===== src/rtl/crc8id_lfsr.sv =====
module crc8id_lfsr #(
  parameter int W = 8,
  parameter logic [W-1:0] POLY = 8'h31
) (
  input  logic         clk,
  input  logic         rst,
  input  logic         clr,
  input  logic         en,
  input  logic         din,
  output logic [W-1:0] nxt_o,
  output logic [W-1:0] crc_o
);
  logic [W-1:0] refl;
  logic         fb;

  assign fb = crc_o[0] ^ din;

  genvar g;
  generate
    for (g = 0; g < W; g++) begin : g_tap
      assign refl[g] = POLY[W-1-g];
      if (g == W-1) begin : g_top
        assign nxt_o[g] = fb & refl[g];
      end else begin : g_mid
        assign nxt_o[g] = crc_o[g+1] ^ (fb & refl[g]);
      end
    end
  endgenerate

  always_ff @(posedge clk) begin
    if (rst || clr)
      crc_o <= '0;
    else if (en)
      crc_o <= nxt_o;
  end

  // with a zero feedback bit the update is a plain right shift
  p_plain_shift_r2: assert property (@(posedge clk) disable iff (rst)
    (en && !clr && !(crc_o[0] ^ din)) |=> (crc_o == ($past(crc_o) >> 1)));

  // no enable and no clear keeps the register
  p_hold_r8: assert property (@(posedge clk) disable iff (rst)
    (!en && !clr) |=> $stable(crc_o));
endmodule


===== config.mk =====
export PLATFORM = sky130hd
export DESIGN_NAME = crc8id_lfsr
export DESIGN_NICKNAME = d
export VERILOG_FILES = /design/src/rtl/crc8id_lfsr.sv
export SDC_FILE = /design/constraint.sdc
export NUM_CORES = 1
export LEC_CHECK = 0
export ABC_AREA = 1
export BUFFER_PORTS_ARGS = -buffer_cell sky130_fd_sc_hd__clkbuf_2
export CORE_AREA = 2 2 39 41
export DETAILED_ROUTE_END_ITERATION = 12
export DIE_AREA = 0 0 41 43
export GPL_TIMING_DRIVEN = 0
export PLACE_DENSITY = 0.58
export SYNTH_ARGS = -nofsm -noshare
export SYNTH_HDL_FRONTEND = slang
export SYNTH_SLANG_ARGS = --single-unit

===== constraint.sdc =====
create_clock -name clk -period 1.05 [get_ports clk]
set_clock_uncertainty 0.1 [all_clocks]
set_input_delay 0.1575 -clock clk [delete_from_list [all_inputs] [get_ports clk]]
set_output_delay 0.1575 -clock clk [all_outputs]
set_load 0.03 [all_outputs]

-- Yosys cells after proc, flatten, opt, wreduce, memory -nomap -nowiden
Index checks and enable logic that the tools add are counted.
Widths: inputs -> output; s select.
- register bits: 8
- output and inout port bits: 16
- word-level logic and storage cells: 5
- bitwise gates (word level): 3
- reductions and logical operators: 1
- operator list (kind ; count):
    $xor 1x1->1 ; 3
    $logic_or 1x1->1 ; 1

-- Depth between registers and ports, before layout
Gate-level depths: netlist (run 1).
- depth after elaboration: 2
- mapped depth: 6
- depth with buffers taken out: 6

-- Least setup slack after synthesis (run 1)
OpenSTA, ideal clock, no wires.
- path type: flip-flop to output port
- start point: register crc_o[0]
- end point: output port nxt_o[2]
- data arrival time: 1.055 ns
- required time: 0.792 ns
- path slack: -0.262 ns
- cell stages (with the launch flop): 5
- buffers on the path: 0
- path through: dfxtp_1 -> inv_1 -> nand2_1 -> nand3_1 -> nand2_1
- cells in the longest elaborated chain, start to end: 2
- ends and longest elaborated chain (item ; line ; source):
    from (decl) ; 11 ; output logic [W-1:0] crc_o
    from (signal assigned) ; 34 ; crc_o <= nxt_o;
    $xor 1x1->1 ; 16 ; assign fb = crc_o[0] ^ din;
    $xor 1x1->1 ; 25 ; assign nxt_o[g] = crc_o[g+1] ^ (fb & refl[g]);
    to (decl) ; 10 ; output logic [W-1:0] nxt_o,
Every way passes these cells.

-- Worst setup path after layout (run 1)
- start point: register crc_o[0]
- end point: output port nxt_o[3]
The elaborated chain is that of the path after synthesis.

==> results of run 1 <==
-- kinds of logic after synthesis --
family	Yosys count	synth area share (%)
DFF	8	38.1
and+or+nand+nor	25	24.7
AOI/OAI and AO/OA	8	13.1
buffers and inverters	17	24.1
-- path summary, 6_finish.rpt --
check | to | slack (ns)
setup / recovery | nxt_o[3] | -0.28
setup reg to reg | crc_o[7] | -0.12
hold reg to reg | crc_o[6] | 0.43
hold / removal | crc_o[6] | 0.03
-- cell usage after synthesis --
| cell type | number | area, um2 |
|---|---|---|
| nand2_1 | 13 | 48.8 |
| dfxtp_1 | 8 | 160 |
| inv_1 | 8 | 30.0 |
| buf_4 | 6 | 45.0 |
| nand3_1 | 6 | 30.0 |
| nor2_1 | 5 | 18.8 |
| a211oi_1 | 3 | 22.5 |
| a21oi_1 | 2 | 10.0 |
| a21oi_2 | 2 | 17.5 |
| buf_6 | 2 | 22.5 |
| inv_2 | 1 | 3.75 |
| o21ai_1 | 1 | 5.00 |
| or2_1 | 1 | 6.26 |
-- routing by layer --
metal	global-route usage, %	up-vias
met3	3.14	2
li1	-	239
met1	13.9	210
met4	8.00	0
met2	20.9	19
met5	0	-
-- layout make-up --
cell class,count,area (um2)
timing repair buffer,28,284
inverter,9,38.8
multi-input combinational,33,246
buffer,8,90.1
sequential,8,178
fill,111,500
tap,16,20.0
clock buffer,4,26.3
-- metrics by stage --
| step | setup TNS [ns] | hold WS (ns) |
|---|---|---|
| 6_report | -1.15 | 0.0299 |
| 5_1_grt | -1.54 | 0.0286 |
| 4_1_cts | -1.12 | 0.0186 |
| 3_5_place_dp | -0.159 | 0.291 |
| 3_3_place_gp | -0.136 | 0.290 |
| 2_1_floorplan | 0 | 0.266 |
-- critical path, cell delays in order (launching register included) --
cell and delay [ns]:
dfxtp_4 0.39, inv_6 0.05, nand2_2 0.08, nand3_2 0.09, nand2_2 0.08, buf_8 0.12
-- power by group through the flow --
stage,logic [mW],clock network [mW],registers [mW]
4_1_cts,0.222,0.262,0.324
2_1_floorplan,0.104,0,0.346
6_report,0.256,0.257,0.323
3_3_place_gp,0.161,0,0.327
3_5_place_dp,0.162,0,0.328
5_1_grt,0.272,0.288,0.324
-- timing repair --
action | CTS | global route
hold buffers | 0 | 0
pin swaps | 4 | 3
setup endpoints to repair | 16 | 19
buffers inserted | 7 | 3
resized for setup | 45 | 27
==> results by group, run 1 <==
Detailed routing
  • Via count: 470
  • Length of the first detailed-routing pass in iterations: 6
  • Met3 wire len: 54 um
  • DRT iter0 DRCs: 19
  • Highest routed layer: met4
  • Total wire length: 1120 um
  • Detailed-route DRC error count: 0
  • Metal2 WL: 598 um
  • Drt via density: 4.43
  • Avg WL per Cell: 10.5 um
  • Post-Route M1 WL: 460 um
  • Post-route ant nets: 0

Worst setup path
  • Critical path arrival: 1.08 ns
  • Crit. Startpoint: crc_o[0]
  • Setup CP Type: register to output pin
  • Worst Setup End Kind: output pin
  • CP required: 0.79 ns
  • Crit Reg-Reg Startpoint: crc_o[0]
  • CP Launch Type: register
  • CP Max Fanout: 4
  • Worst reg2reg path depth: 7

Floorplanning
  • Die Height: 43 um
  • Initial core utilization: 30.4%
  • Core area: 1380 um2
  • Die ar.: 1760 um2
  • Die Wd: 41 um
  • Top Ports: 21
  • Row count: 14

Status
  • Failing checks: setup timing
  • Outcome: finished, violations left

Power
  • Switch Pwr: 0.255 mW
  • Total power: 0.836 mW
  • Gate power share: 30.7%
  • P per Cell Area: 946 nW/um2
  • Switching share of power: 30.5%
  • Reg power frac: 38.6%
  • Max IR drop VDD: 0.582 mV
  • P_int: 0.580 mW
  • P_leak: 0.422 nW
  • Clock Power Share: 30.7%

Global routing
  • Largest net degree at the start of global routing: 10
  • First-pass GRT wire length: 1500 um
  • GR Overflow Total: 0
  • Initial antenna violation count: 0
  • Number of global-route vias before repair: 405
  • Tot GR Track Use: 12.9%

Place
  • IO buf count: 19
  • Post-DP HPWL: 653 um
  • GP Congestion: 0.704
  • Dpl ws: -0.0780 ns
  • Placed instance area: 554 um2
  • Cells after DPL: 93

Clocking
  • CTS buffer count: 3
  • CTS H-tree lvls: 1
  • Clock-pin slew on the worst setup and hold paths: 0.06 ns
  • Clk sinks: 8
  • Root buffer cell: clkbuf_4
  • Clk_lat worst skew: 0.26 ns
  • Clock Path Buffers: 2
  • CTS tree: done

Synthesis
  • Ys Warns: 0
  • Mean Syn Cell Area: 7.25 um2
  • Net Count, Synth: 63
  • Seq cells post-synth: 8
  • Mapped Cells: 58
  • Cell area after synthesis: 420 um2
  • Synth cell types: 13
  • Register area share after synthesis: 38.1%

Final layout
  • Final core utilization: 63.8%
  • Layout cells sized above 1: 71.1%
  • Nets: 96
  • Diode count: 0
  • Largest Register: crc_o
  • Fin area: 883 um2
  • Top flop regs: crc_o x8
  • Finished Layout Cells: 106
  • Most frequent cells in the layout: buf_4, buf_6, buf_8
  • P&R area growth vs syn: 110%
  • Commonest non-fill, non-tap cell in the layout: buf_4
  • Max FFs per register: 8

STA
  • Fmax: 750 MHz
  • Slew @ Worst Pin: 0.174 ns
  • Fin. Hold Viols: 0
  • Post-route minimum period: 1.33 ns
  • Final Cycle Share: 127%
  • Slack of the critical path: -0.284 ns
  • Final setup violation count: 10
  • RSZ-0062 raised after global routing: true
  • Final slew viol count: 0
  • Max_slew headroom: 88.3%

Worst hold path
  • HP Start: en
  • Worst hold stages: 2
  • Hold/Removal Path Class: input port to register

Flow run
  • Max-cap viol count: 0
No activity file was read; power rests on OpenSTA's default activity.
==> run 2, diff against run 1 <==
--- a/config.mk
+++ b/config.mk
@@ -7,11 +7,12 @@
 export LEC_CHECK = 0
 export ABC_AREA = 1
 export BUFFER_PORTS_ARGS = -buffer_cell sky130_fd_sc_hd__clkbuf_2
-export CORE_AREA = 2 2 39 41
+export CELL_PAD_IN_SITES_DETAIL_PLACEMENT = 2
+export CELL_PAD_IN_SITES_GLOBAL_PLACEMENT = 2
+export CORE_UTILIZATION = 21
 export DETAILED_ROUTE_END_ITERATION = 12
-export DIE_AREA = 0 0 41 43
 export GPL_TIMING_DRIVEN = 0
-export PLACE_DENSITY = 0.58
+export PLACE_DENSITY = 0.71
 export SYNTH_ARGS = -nofsm -noshare
 export SYNTH_HDL_FRONTEND = slang
 export SYNTH_SLANG_ARGS = --single-unit
==> results by group, run 2 (synthesis gave the netlist of run 1 again) <==
Floorplanning
  • Die ar.: 2180 um2 (was 1760 um2)
  • Die Height: 46.7 um (was 43 um)
  • Core area: 1800 um2 (was 1380 um2)
  • Top Ports: 21 (unchanged)
  • Die Wd: 46.7 um (was 41 um)
  • Row count: 15 (was 14)
  • Initial core utilization: 23.3% (was 30.4%)

Final layout
  • Largest Register: crc_o (unchanged)
  • Layout cells sized above 1: 67.4% (was 71.1%)
  • Layout filler cell count: 207 (was 111)
  • Diode count: 0 (unchanged)
  • Top flop regs: crc_o x8 (unchanged)
  • Most frequent cells in the layout: buf_8, inv_1, nand2_1, buf_6, buf_4 (was buf_4, buf_6, buf_8)
  • Commonest non-fill, non-tap cell in the layout: buf_8 (was buf_4)
  • Nets: 92 (was 96)
  • Fin area: 861 um2 (was 883 um2)
  • Max FFs per register: 8 (unchanged)
  • P&R area growth vs syn: 105% (was 110%)

Clocking
  • Clock-pin slew on the worst setup and hold paths: 0.06 ns (about the same)
  • CTS H-tree lvls: 1 (unchanged)
  • Cts hold-fix bufs: 0 (unchanged)
  • Clk sinks: 8 (unchanged)
  • Clk_lat worst skew: 0.26 ns (about the same)
  • CTS buffer count: 3 (unchanged)
  • CTS tree: done (unchanged)
  • Clock Path Buffers: 2 (unchanged)
  • Root buffer cell: clkbuf_4 (unchanged)

Worst setup path
  • Slowest CP cell: dfxtp_4 (unchanged)
  • Crit path max-delay family: flip-flops (unchanged)
  • Crit path buf inv count: 2 (unchanged)
  • Most Frequent Cell on Critical Path: nand2_2 (unchanged)
  • CP Launch Type: register (unchanged)
  • CP required: 0.79 ns (about the same)
  • Critical path arrival: 1.07 ns (was 1.08 ns)
  • Setup CP Type: register to output pin (unchanged)
  • Max incr delay on CP: 0.38 ns (was 0.39 ns)
  • CP Max Fanout: 4 (unchanged)
  • Crit-path cells: inv_4 -> nand2_2 -> nand3_2 -> nand2_2 -> clkbuf_8 (was inv_6 -> nand2_2 -> nand3_2 -> nand2_2 -> buf_8)
  • Worst Setup End Kind: output pin (unchanged)

Power
  • P_leak: 0.396 nW (was 0.422 nW)
  • Max IR drop VDD: 0.693 mV (was 0.582 mV)
  • Total power: 0.825 mW (was 0.836 mW)
  • P per Cell Area: 959 nW/um2 (was 946 nW/um2)

STA
  • Final slew viol count: 0 (unchanged)
  • RSZ-0062 raised after global routing: true (unchanged)
  • Slew @ Worst Pin: 0.209 ns (was 0.174 ns)
  • Max_slew headroom: 86.0% (was 88.3%)
  • Slack of the critical path: -0.281 ns (was -0.284 ns)
  • Fin. Hold Viols: 0 (unchanged)
  • Final setup violation count: 10 (unchanged)
  • Post-route minimum period: 1.33 ns (about the same)
  • Final Cycle Share: 127% (about the same)
  • Fmax: 751 MHz (was 750 MHz)

Detailed routing
  • Total wire length: 1440 um (was 1120 um)
  • DRT iter0 DRCs: 3 (was 19)
  • Via count: 476 (was 470)
  • Detailed-route DRC error count: 0 (unchanged)
  • Drt via density: 4.29 (was 4.43)
  • Avg WL per Cell: 12.9 um (was 10.5 um)
  • Post-route ant nets: 0 (unchanged)
  • Length of the first detailed-routing pass in iterations: 2 (was 6)

Status
  • Outcome: finished, violations left (unchanged)
  • Failing checks: setup timing (unchanged)

Place
  • IO buf count: 19 (unchanged)
  • GP Congestion: 0.656 (was 0.704)
  • Dpl ws: -0.0996 ns (was -0.0780 ns)
  • Placed instance area: 566 um2 (was 554 um2)
  • Post-DP HPWL: 930 um (was 653 um)

Global routing
  • Number of global-route vias before repair: 485 (was 405)
  • Largest net degree at the start of global routing: 10 (unchanged)
  • Initial antenna violation count: 0 (unchanged)
  • Tot GR Track Use: 14.7% (was 12.9%)
  • First-pass GRT wire length: 2190 um (was 1500 um)
  • GR Overflow Total: 0 (unchanged)

Flow run
  • Max-cap viol count: 0 (unchanged)

Worst hold path
  • Hold/Removal Path Class: input port to register (unchanged)
## run 2: cell types whose count changed in the layout (fill, tap and decap cells not counted), sizes merged
| cell | delta |
|---|---|
| clkbuf | +1 |
| buf | -5 |
## run 2: worst paths after layout
path | start | slack [ns] | cells past startpoint | end
worst max register to register | crc_o[0] | -0.03 | 7 | crc_o[3]
worst min register to register | crc_o[6] | 0.42 | 2 | crc_o[5]
worst max-delay path | crc_o[0] | -0.28 | 5 | nxt_o[2]
worst min-delay path | en | 0.04 | 2 | crc_o[6]
## run 2: layout make-up
| cell class | count | area (um2) | share of cell area (%) |
|---|---|---|---|
| flip-flops and latches | 8 | 180 | 20.9 |
| clock buffers | 4 | 26.3 | 3.05 |
| repair buffers | 25 | 289 | 33.6 |
| plain buffers | 7 | 78.8 | 9.16 |
| well taps | 25 | 31.3 | 3.63 |
| inverters | 9 | 36.3 | 4.22 |
| multi-input cells | 33 | 219 | 25.4 |
## run 2: metal layers
| metal | vias to the layer above | track usage, % | wire length [um] |
|---|---|---|---|
| met2 | 13 | 24.2 | 770 |
| met4 | 0 | 3.43 | 6 |
| met3 | 2 | 6.92 | 65 |
| met1 | 230 | 17.3 | 593 |
| met5 | - | 0 | 0 |
| li1 | 231 | - | - |
## run 2: timing repair
| item | in CTS | in global routing |
|---|---|---|
| pin swaps | 5 | 2 |
| setup buffers | 6 | 0 |
| cloned | 0 | 0 |
| resized for setup | 51 | 17 |
| endpoints found under the setup margin | 16 | 17 |
## run 2: through the flow
step / hold WS (ns) / std cells / util, % / setup TNS [ns]
floorplan: 0.266 / 58 / - / 0
global placement: 0.295 / 102 / 31.4 / -0.185
detailed placement: 0.290 / 102 / 31.4 / -0.243
CTS: 0.0169 / 111 / 46.0 / -1.27
global route: 0.0270 / 111 / 47.8 / -1.58
finish: 0.0356 / 111 / 47.8 / -1.14
## run 2: worst register-to-register path: stages (launching register included)
cell     delay [ns]
dfxtp_4        0.36
inv_4          0.07
nand2_4        0.07
nand3_4        0.09
buf_4          0.11
nand3_2        0.05
nand2_1        0.07
inv_1          0.04
## run 2: where the power goes
part           switching [mW]  total, mW  internal (mW)
Clock                   0.120      0.267          0.146
Sequential             0.0133      0.321          0.308
Combinational           0.127      0.238          0.111
